--- src/rtl/dbl2int_pkg.sv ---
package dbl2int_pkg;
    localparam int EXP_W  = 11;
    localparam int FRAC_W = 52;
    localparam int INT_W  = 64;
    localparam int MANT_W = FRAC_W + 1;
    localparam int BIAS   = (1 << (EXP_W - 1)) - 1;
    localparam int ALIGN  = BIAS + FRAC_W;          // exponent giving a shift of 0
    localparam int OVF_SH = INT_W - MANT_W;         // left shift that overflows

    typedef enum logic [1:0] {
        RM_NEAR = 2'b00,
        RM_DOWN = 2'b01,
        RM_UP   = 2'b10,
        RM_ZERO = 2'b11
    } rmode_e;

    typedef struct packed {
        logic             vld;
        logic             sgn;
        logic [INT_W-1:0] mag;
        logic [INT_W-1:0] rnd;
        logic             inv;
        logic             iov;
        rmode_e           mode;
    } align_t;

    typedef struct packed {
        logic             vld;
        logic [INT_W-1:0] res;
        logic             inv;
        logic             iov;
        logic             ine;
    } result_t;
endpackage

--- src/rtl/dbl2int_align.sv ---
module dbl2int_align
    import dbl2int_pkg::*;
(
    input  logic                    clk,
    input  logic                    rst_n,
    input  logic                    vld_i,
    input  logic [EXP_W+FRAC_W:0]   op_i,
    input  logic [1:0]              rmode_i,
    input  logic                    trunc_i,
    input  logic                    ftz_i,
    output align_t                  al_o
);
    localparam logic [EXP_W-1:0]        EXP_MAX = '1;
    localparam logic [EXP_W-1:0]        EXP_ALN = EXP_W'(ALIGN);
    localparam logic [EXP_W+FRAC_W:0]   NEG_MIN = {1'b1, EXP_W'(BIAS + INT_W - 1), {FRAC_W{1'b0}}};

    align_t al_d, al_q;

    logic                 sgn;
    logic [EXP_W-1:0]     ex;
    logic [FRAC_W-1:0]    fr;
    logic [MANT_W-1:0]    mant;
    logic [EXP_W-1:0]     lsh;
    logic [EXP_W-1:0]     rsh;
    logic [2*INT_W-1:0]   wide;

    always_comb begin
        sgn  = op_i[EXP_W+FRAC_W];
        ex   = op_i[EXP_W+FRAC_W-1:FRAC_W];
        fr   = op_i[FRAC_W-1:0];
        mant = {1'b1, fr};
        lsh  = ex - EXP_ALN;
        rsh  = EXP_ALN - ex;
        wide = {INT_W'(mant), {INT_W{1'b0}}} >> rsh;

        al_d      = '0;
        al_d.vld  = vld_i;
        al_d.sgn  = sgn;
        al_d.mode = trunc_i ? RM_ZERO : rmode_e'(rmode_i);
        if (vld_i) begin
            if (ex == '0) begin
                if (fr != '0 && !ftz_i) al_d.rnd = INT_W'(1);
            end else if (ex == EXP_MAX) begin
                al_d.inv = 1'b1;
            end else if (ex >= EXP_ALN) begin
                if (lsh < EXP_W'(INT_W)) al_d.mag = INT_W'(mant) << lsh[$clog2(INT_W)-1:0];
                if (lsh >= EXP_W'(OVF_SH) && op_i != NEG_MIN) al_d.iov = 1'b1;
            end else if (rsh < EXP_W'(INT_W - 1)) begin
                al_d.mag = wide[2*INT_W-1:INT_W];
                al_d.rnd = wide[INT_W-1:0];
            end else begin
                al_d.rnd = INT_W'(1);
            end
        end else begin
            al_d = '0;
        end
    end

    always_ff @(posedge clk) begin
        if (!rst_n) al_q <= '0;
        else        al_q <= al_d;
    end

    assign al_o = al_q;
endmodule

--- src/rtl/dbl2int_round.sv ---
module dbl2int_round
    import dbl2int_pkg::*;
(
    input  logic    clk,
    input  logic    rst_n,
    input  align_t  al_i,
    output result_t rs_o
);
    localparam logic [INT_W-1:0] HALF = {1'b1, {(INT_W-1){1'b0}}};

    result_t rs_d, rs_q;
    logic             inc;
    logic [INT_W-1:0] sum;

    always_comb begin
        unique case (al_i.mode)
            RM_NEAR: inc = (al_i.rnd > HALF) || (al_i.rnd == HALF && al_i.mag[0]);
            RM_DOWN: inc = (al_i.rnd != '0) && al_i.sgn;
            RM_UP:   inc = (al_i.rnd != '0) && !al_i.sgn;
            default: inc = 1'b0;
        endcase
        sum = al_i.mag + INT_W'(inc);

        rs_d = '0;
        if (al_i.vld) begin
            rs_d.vld = 1'b1;
            rs_d.res = al_i.sgn ? (~sum + INT_W'(1)) : sum;
            rs_d.inv = al_i.inv;
            rs_d.iov = al_i.iov;
            rs_d.ine = al_i.iov || (al_i.rnd != '0);
        end
    end

    always_ff @(posedge clk) begin
        if (!rst_n) rs_q <= '0;
        else        rs_q <= rs_d;
    end

    assign rs_o = rs_q;


    exact_chk: assert property (@(posedge clk) disable iff (!rst_n)
        (al_i.vld && al_i.rnd == '0 && !al_i.iov) |=> !rs_q.ine);
endmodule

--- src/rtl/dbl2int_cvt.sv ---
module dbl2int_cvt
    import dbl2int_pkg::*;
(
    input  logic        clk,
    input  logic        rst_n,
    input  logic        in_vld,
    input  logic [63:0] in_op,
    input  logic [1:0]  in_rmode,
    input  logic        in_trunc,
    input  logic        in_ftz,
    output logic        out_vld,
    output logic [63:0] out_res,
    output logic        out_inv,
    output logic        out_iov,
    output logic        out_ine
);
    align_t  al;
    result_t rs;

    dbl2int_align u_align (
        .clk     (clk),
        .rst_n   (rst_n),
        .vld_i   (in_vld),
        .op_i    (in_op),
        .rmode_i (in_rmode),
        .trunc_i (in_trunc),
        .ftz_i   (in_ftz),
        .al_o    (al)
    );

    dbl2int_round u_round (
        .clk   (clk),
        .rst_n (rst_n),
        .al_i  (al),
        .rs_o  (rs)
    );

    assign out_vld = rs.vld;
    assign out_res = rs.res;
    assign out_inv = rs.inv;
    assign out_iov = rs.iov;
    assign out_ine = rs.ine;


    inv_clean_chk: assert property (@(posedge clk) disable iff (!rst_n)
        out_inv |-> (out_res == '0 && !out_iov && !out_ine));

    iov_ine_chk: assert property (@(posedge clk) disable iff (!rst_n)
        out_iov |-> out_ine);

    lat_chk: assert property (@(posedge clk) disable iff (!rst_n)
        out_vld |-> $past(in_vld, 2));

    idle_flags_chk: assert property (@(posedge clk) disable iff (!rst_n)
        !out_vld |-> (out_res == '0 && !out_inv && !out_iov && !out_ine));
endmodule

--- config.mk ---
export PLATFORM = sky130hd
export DESIGN_NAME = dbl2int_cvt
export DESIGN_NICKNAME = d
export VERILOG_FILES = /design/src/rtl/dbl2int_pkg.sv /design/src/rtl/dbl2int_align.sv /design/src/rtl/dbl2int_round.sv /design/src/rtl/dbl2int_cvt.sv
export SDC_FILE = /design/constraint.sdc
export NUM_CORES = 1
export LEC_CHECK = 0
export BUFFER_PORTS_ARGS = -buffer_cell sky130_fd_sc_hd__clkbuf_2
export CAP_MARGIN = 20
export CORE_MARGIN = 2
export CORE_UTILIZATION = 50
export CTS_CLUSTER_DIAMETER = 100
export DETAILED_ROUTE_END_ITERATION = 12
export PLACE_DENSITY_LB_ADDON = 0.12
export SKIP_LAST_GASP = 1
export SYNTH_ARGS = -nofsm -noshare
export SYNTH_HDL_FRONTEND = slang
export SYNTH_SLANG_ARGS = --single-unit
--- constraint.sdc ---
create_clock -name clk -period 10.8 [get_ports clk]
set_input_delay 2.7 -clock clk [delete_from_list [all_inputs] [get_ports clk]]
set_output_delay 2.7 -clock clk [all_outputs]
set_load 0.01 [all_outputs]
# ---- After elaboration in Yosys (flattened, before gate mapping)
# Cells that the tools add are included.
dict set report totals {
  register_bits 202
  in_bits 71
  output_inout_bits 68
  elab_cells 65
}
dict set report op_classes {
  n_addsub 4
  magnitude_cmp 5
  n_eq_ne 5
  shift 2
  n_mux 15
  bitwise 4
  n_reduce_logical 18
}
# op n
set ops {}
lappend ops {{$mux 64} 8}
lappend ops {{$shr 117x11->128} 1}
lappend ops {{$mux 68} 1}
lappend ops {{$add 64x1->64} 1}
lappend ops {{$add 64x1->64 const B} 1}
lappend ops {{$eq 64x64->1 const B} 1}
lappend ops {{$gt 64x64->1 const B} 1}
lappend ops {{$ne 64x64->1 const B} 1}
lappend ops {{$not 64->64} 1}
lappend ops {{$reduce_bool 64->1} 1}
lappend ops {{$shl 53x6->64} 1}
lappend ops {{$reduce_bool 52->1} 1}
lappend ops {{$eq 11x11->1 const B} 1}
lappend ops {{$ge 11x11->1 const B} 1}
lappend ops {{$ge 11x4->1 const B} 1}
lappend ops {{$logic_not 11->1} 1}
lappend ops {{$lt 11x6->1 const B} 1}
lappend ops {{$lt 11x7->1 const B} 1}
lappend ops {{$sub 11x11->11 const A} 1}
lappend ops {{$sub 11x11->11 const B} 1}
lappend ops {{$logic_and 1x1->1} 5}
lappend ops {{$reduce_or 5->1} 1}
lappend ops {{$mux 2} 2}
lappend ops {{$reduce_and 2->1} 2}
lappend ops {{other kinds (10)} 16}

# ---- Logic depth before layout (Yosys ltp)
dict set report depth {
  depth_word 9
  mapped_depth 20
  mapped_depth_nobuf 17
}

# ---- Cells and area by module
# Synthesis repeated with hierarchy kept, for this count alone.
dict set report unflattened {
  hier_cells 2222
  hier_area_um2 18622.9
}
# module instances cells_per_inst area_per_inst_um2 seq_area_each_um2
set modules_own_cells {}
lappend modules_own_cells {dbl2int_align 1 1480 13108.8 2682.6}
lappend modules_own_cells {dbl2int_round 1 742 5514.0 1361.3}

# ---- Worst setup path before layout
# OpenSTA, ideal clock, no wires.
dict set report synth_timing {
  path_type {input to register}
  from {in in_op[52]}
  to {reg u_align.al_q, in the netlist u_align.al_o[113]}
  arrival_ps 6618
  t_required_ps 10683
  path_slack_ps 4065
  stages 16
  path_buffers 6
  path_cell_list {clkbuf_1 > buf_1 > clkbuf_1 > inv_2 > ha_1 > clkbuf_1 > buf_1 > clkbuf_1 > mux4_2 > mux2i_1 > nand2_1 > o21ai_0 > nor2_1 > a21oi_1 > o22ai_1 > a22o_1}
}
dict set report synth_between {
  elab_chain_len 4
  word_cells_on_any_way 13
  cone_classes {add/sub: 2; order compare: 3; eq/ne: 1; shift: 2; mux: 3; reduce/logical: 2}
}
# element line
set synth_lines {}
lappend synth_lines {{start, declared} dbl2int_cvt.sv:7} ;# input logic [63:0] in_op,
lappend synth_lines {{$sub 11x11->11, on equally long branches} {dbl2int_align.sv:33, dbl2int_align.sv:32}}
lappend synth_lines {{$shr 117x11->128, or another cell as far along} dbl2int_align.sv:34} ;# wide = {INT_W'(mant), {INT_W{1'b0}}} >> rsh;
lappend synth_lines {{$mux 64, on equally long branches} {dbl2int_align.sv:48, dbl2int_align.sv:46}}
lappend synth_lines {{$mux 64} dbl2int_align.sv:45} ;# end else if (ex >= EXP_ALN) begin
lappend synth_lines {{end signal, assigned} dbl2int_align.sv:61} ;# else al_q <= al_d;
lappend synth_lines {{end, declared} dbl2int_align.sv:17} ;# align_t al_d, al_q;
# Several ways; a longest one is shown, not always the timed one.
# A chain may end at the register's enable or synchronous reset.

# ---- Worst setup path in the final report
dict set report layout_timing {
  from {in in_op[54]}
  to {reg u_align.al_q, in the netlist u_align.al_o[109]}
}
# Same word-level chain as after synthesis.

==> qor.csv <==
stage,metric,value,unit
outcome,outcome,finished clean,
placement,DP Area,18760,um^2
synth,post-synth cell types,97,
critical_path,crit path launch type,input port,
critical_path,CP bufs+invs,7,
routing,final WL,72460,um
global_route,total track usage,37.54,%
clock_network,CTS Buf Count,22,
run,max-cap viol count,0,
global_route,number of global-route vias before repair,17250,
min_path,worst hold endpoint,u_round.rs_o[2],
die,Initial Util,50.60,%
routing,Vias,18900,
power,maximum vdd drop,0.0001324,V
finish,layout cells sized above 1,15.79,%
timing,Worst-Margin Slew,1.100,ns
clock_network,CTS Root Cell,clkbuf_16,
synth,Synth Register Bits,202,
clock_network,Post-CTS Setup Bufs,0,
finish,"commonest non-fill, non-tap cells in the layout","nand2_1 (304), nor2_1 (274), dfxtp_1 (201)",
clock_network,latest clock arrival within the worst-skew pair,0.52,ns
critical_path,max incr delay on CP,0.58,ns
critical_path,Crit Reg-Reg Endpoint,u_round.rs_o[62],
die,die area,37350,um^2
routing,DRT antenna net count,0,
synth,synth top area cells,"dfxtp_1 (23%), mux4_2 (11%), nand2_1 (6.4%), mux2i_1 (6.4%), nor2_1 (5.8%)",
finish,"commonest non-fill, non-tap cell in the layout",nand2_1,
min_path,hold path cells,1,
timing,fin crit period,7.140,ns
synth,syn_nets,2430,
synth,Yosys top cell by area,dfxtp_1,
synth,"Top FF cell, synth",dfxtp_1,
routing,DR pass1 iterations,6,
timing,Fmax achieved,0.1401,GHz
clock_network,"Gates resized, CTS repair",0,
critical_path,CP Cell Sequence,clkbuf_2 -> buf_4 -> clkinv_1 -> buf_4 -> ha_2 -> xor2_4 -> buf_4 -> nand3_1 -> o41ai_1 -> nor2_1 -> nand3_2 -> buf_4 -> nor2_1 -> buf_6 -> nand2_1 -> o22ai_1,
min_path,Hold Crit Class,reg2reg,
clock_network,clock tree from TritonCTS,done,
global_route,largest net degree at the start of global routing,72,
critical_path,most frequent CP cell,buf_4,
timing,Setup TNS Final,0,ns
critical_path,Worst setup EP type,flip-flop,
finish,post-layout util,55.09,%
critical_path,crit path kind,in2reg,
timing,Slew HR,25.92,%
timing,RSZ-0062 raised after global routing,false,
die,Rows,69,
finish,Area Growth Syn to Fin,8.872,%
timing,final hold vios,0,
synth,post-synthesis instance total,2347,
power,Cell Pwr Density,111.2,nW/um^2
critical_path,worst-path fanout max,71,
timing,fin crit share,66.11,%
placement,IO Port Bufs,138,
routing,DR WL/cell,25.67,um
clock_network,hold-fix buffers at CTS,0,
die,I/O pin count,139,
finish,number of diodes,0,
critical_path,slowest CP cell,buf_4,
synth,Yosys Warn Count,0,
finish,# nets final,2430,
global_route,first-pass GRT wire length,109400,um
timing,skew final,0.01738,ns
synth,synthesized area,17910,um^2
routing,DR vias/cell,6.693,
clock_network,H-Tree Depth,1,
global_route,Overflow after GRT,0,
global_route,initial antenna violation count,0,
synth,Post-synth ARST share,0,%
die,die height,193.3,um
clock_network,"Clk pin slew, worst setup/hold paths",0.06,ns
timing,setup violators final,0,
placement,DP HPWL,56180,um
synth,number of synthesized flops with an enable pin,0,
clock_network,CTS max path bufs,3,
placement,Routability Congestion,1.083,
die,core area,35400,um^2
synth,syn avg cell area,7.631,um^2
critical_path,cell family with the largest share of critical-path delay,buffers and inverters,
power,Static Leak,0.007257,uW
critical_path,Worst R2R Start,u_align.al_o[12],
die,Die Wd,193.3,um
critical_path,FF-to-FF setup slack,4.90,ns
critical_path,Crit path arrival time,7.49,ns
critical_path,"Req. time, crit path",11.15,ns
synth,Synth top area share,22.58,%
synth,"Seq/Total Area, Yosys",22.58,%
clock_network,clk sinks,202,
critical_path,reg2reg path depth,17,
finish,Fillers,3422,
routing,initial drt markers,2417,
routing,DRC viols,0,
finish,final instance area,19500,um^2
timing,Final Max Tran Viols,0,
min_path,hold_sp,u_align.al_o[3],
[how the worst max path moves through the flow]
stage | endpoint | cells after the start | slack [ns] | startpoint
floorplan | u_align.al_o[113] | 16 | 4.07 | in_op[52]
global placement | u_align.al_o[111] | 14 | 3.30 | in_op[54]
detailed placement | u_align.al_o[109] | 14 | 3.13 | in_op[54]
CTS | u_align.al_o[109] | 14 | 3.66 | in_op[54]
global route | u_align.al_o[111] | 16 | 3.45 | in_op[54]
finish | u_align.al_o[109] | 16 | 3.66 | in_op[54]
[state kept, by name (all words and copies together) (netlist names)]
signal and cells:
u_align.al_o 134, u_round.rs_o 68
[logic make-up (layout without fill, tap and decap cells)]
group / count (synthesis) / after routing / synth area share [%]
AO/OA/AOI/OAI: 549 / 549 / 19.54
XOR/XNOR: 116 / 116 / 5.673
adder cells (fa/ha/maj): 12 / 12 / 0.8383
buffers and inverters: 220 / 235 / 4.897
flip-flops: 202 / 202 / 22.58
multiplexers: 220 / 220 / 18.38
other: 1 / 1 / 0.02094
AND/OR/NAND/NOR: 1027 / 1027 / 28.07
[routing by layer]
layer  track usage, %  part of all wire (%)
met1            49.46                    40
met4            22.48                   7.2
met2            58.52                    44
met5                0                     0
met3            5.457                   8.3
[metrics by stage]
step / total power (uW) / std cells / setup slack, ns / hold slack (ns)
2_1_floorplan: 1189 / 2347 / 4.065 / 0.4436
3_3_place_gp: 1399 / 2783 / 3.301 / 0.4669
3_5_place_dp: 1399 / 2783 / 3.134 / 0.4717
4_1_cts: 2150 / 2822 / 3.658 / 0.4861
5_1_grt: 2245 / 2823 / 3.454 / 0.5338
6_report: 2168 / 2823 / 3.660 / 0.4914
[layout make-up]
cell class / instances / area, um^2 / share of cell area, %
timing repair buffer: 168 / 922.1 / 4.729
sequential: 202 / 4045 / 20.75
inverter: 28 / 105.1 / 0.5390
clock inverter: 12 / 131.4 / 0.6738
multi-input combinational: 1925 / 13120 / 67.27
tap: 461 / 576.8 / 2.958
clock buffer: 27 / 600.6 / 3.080
[cell usage after synthesis, drive strengths merged (27+ instances only)]
cell / instances
buf: 56
mux4: 85
a21oi: 169
clkbuf: 136
nor4: 69
xor2: 39
nand2: 305
nand4: 56
a22oi: 35
nor2: 276
dfxtp: 202
and3: 33
o21ai: 114
mux2i: 114
o22ai: 53
nand3: 68
a211oi: 39
nor3: 96
xnor2: 77
inv: 27
[power breakdown]
group	total (uW)	switching (uW)	internal [uW]
combinational	660	448	212
clock	757	310	447
sequential	751	2.65	748
(Power assumes the default switching activity.)
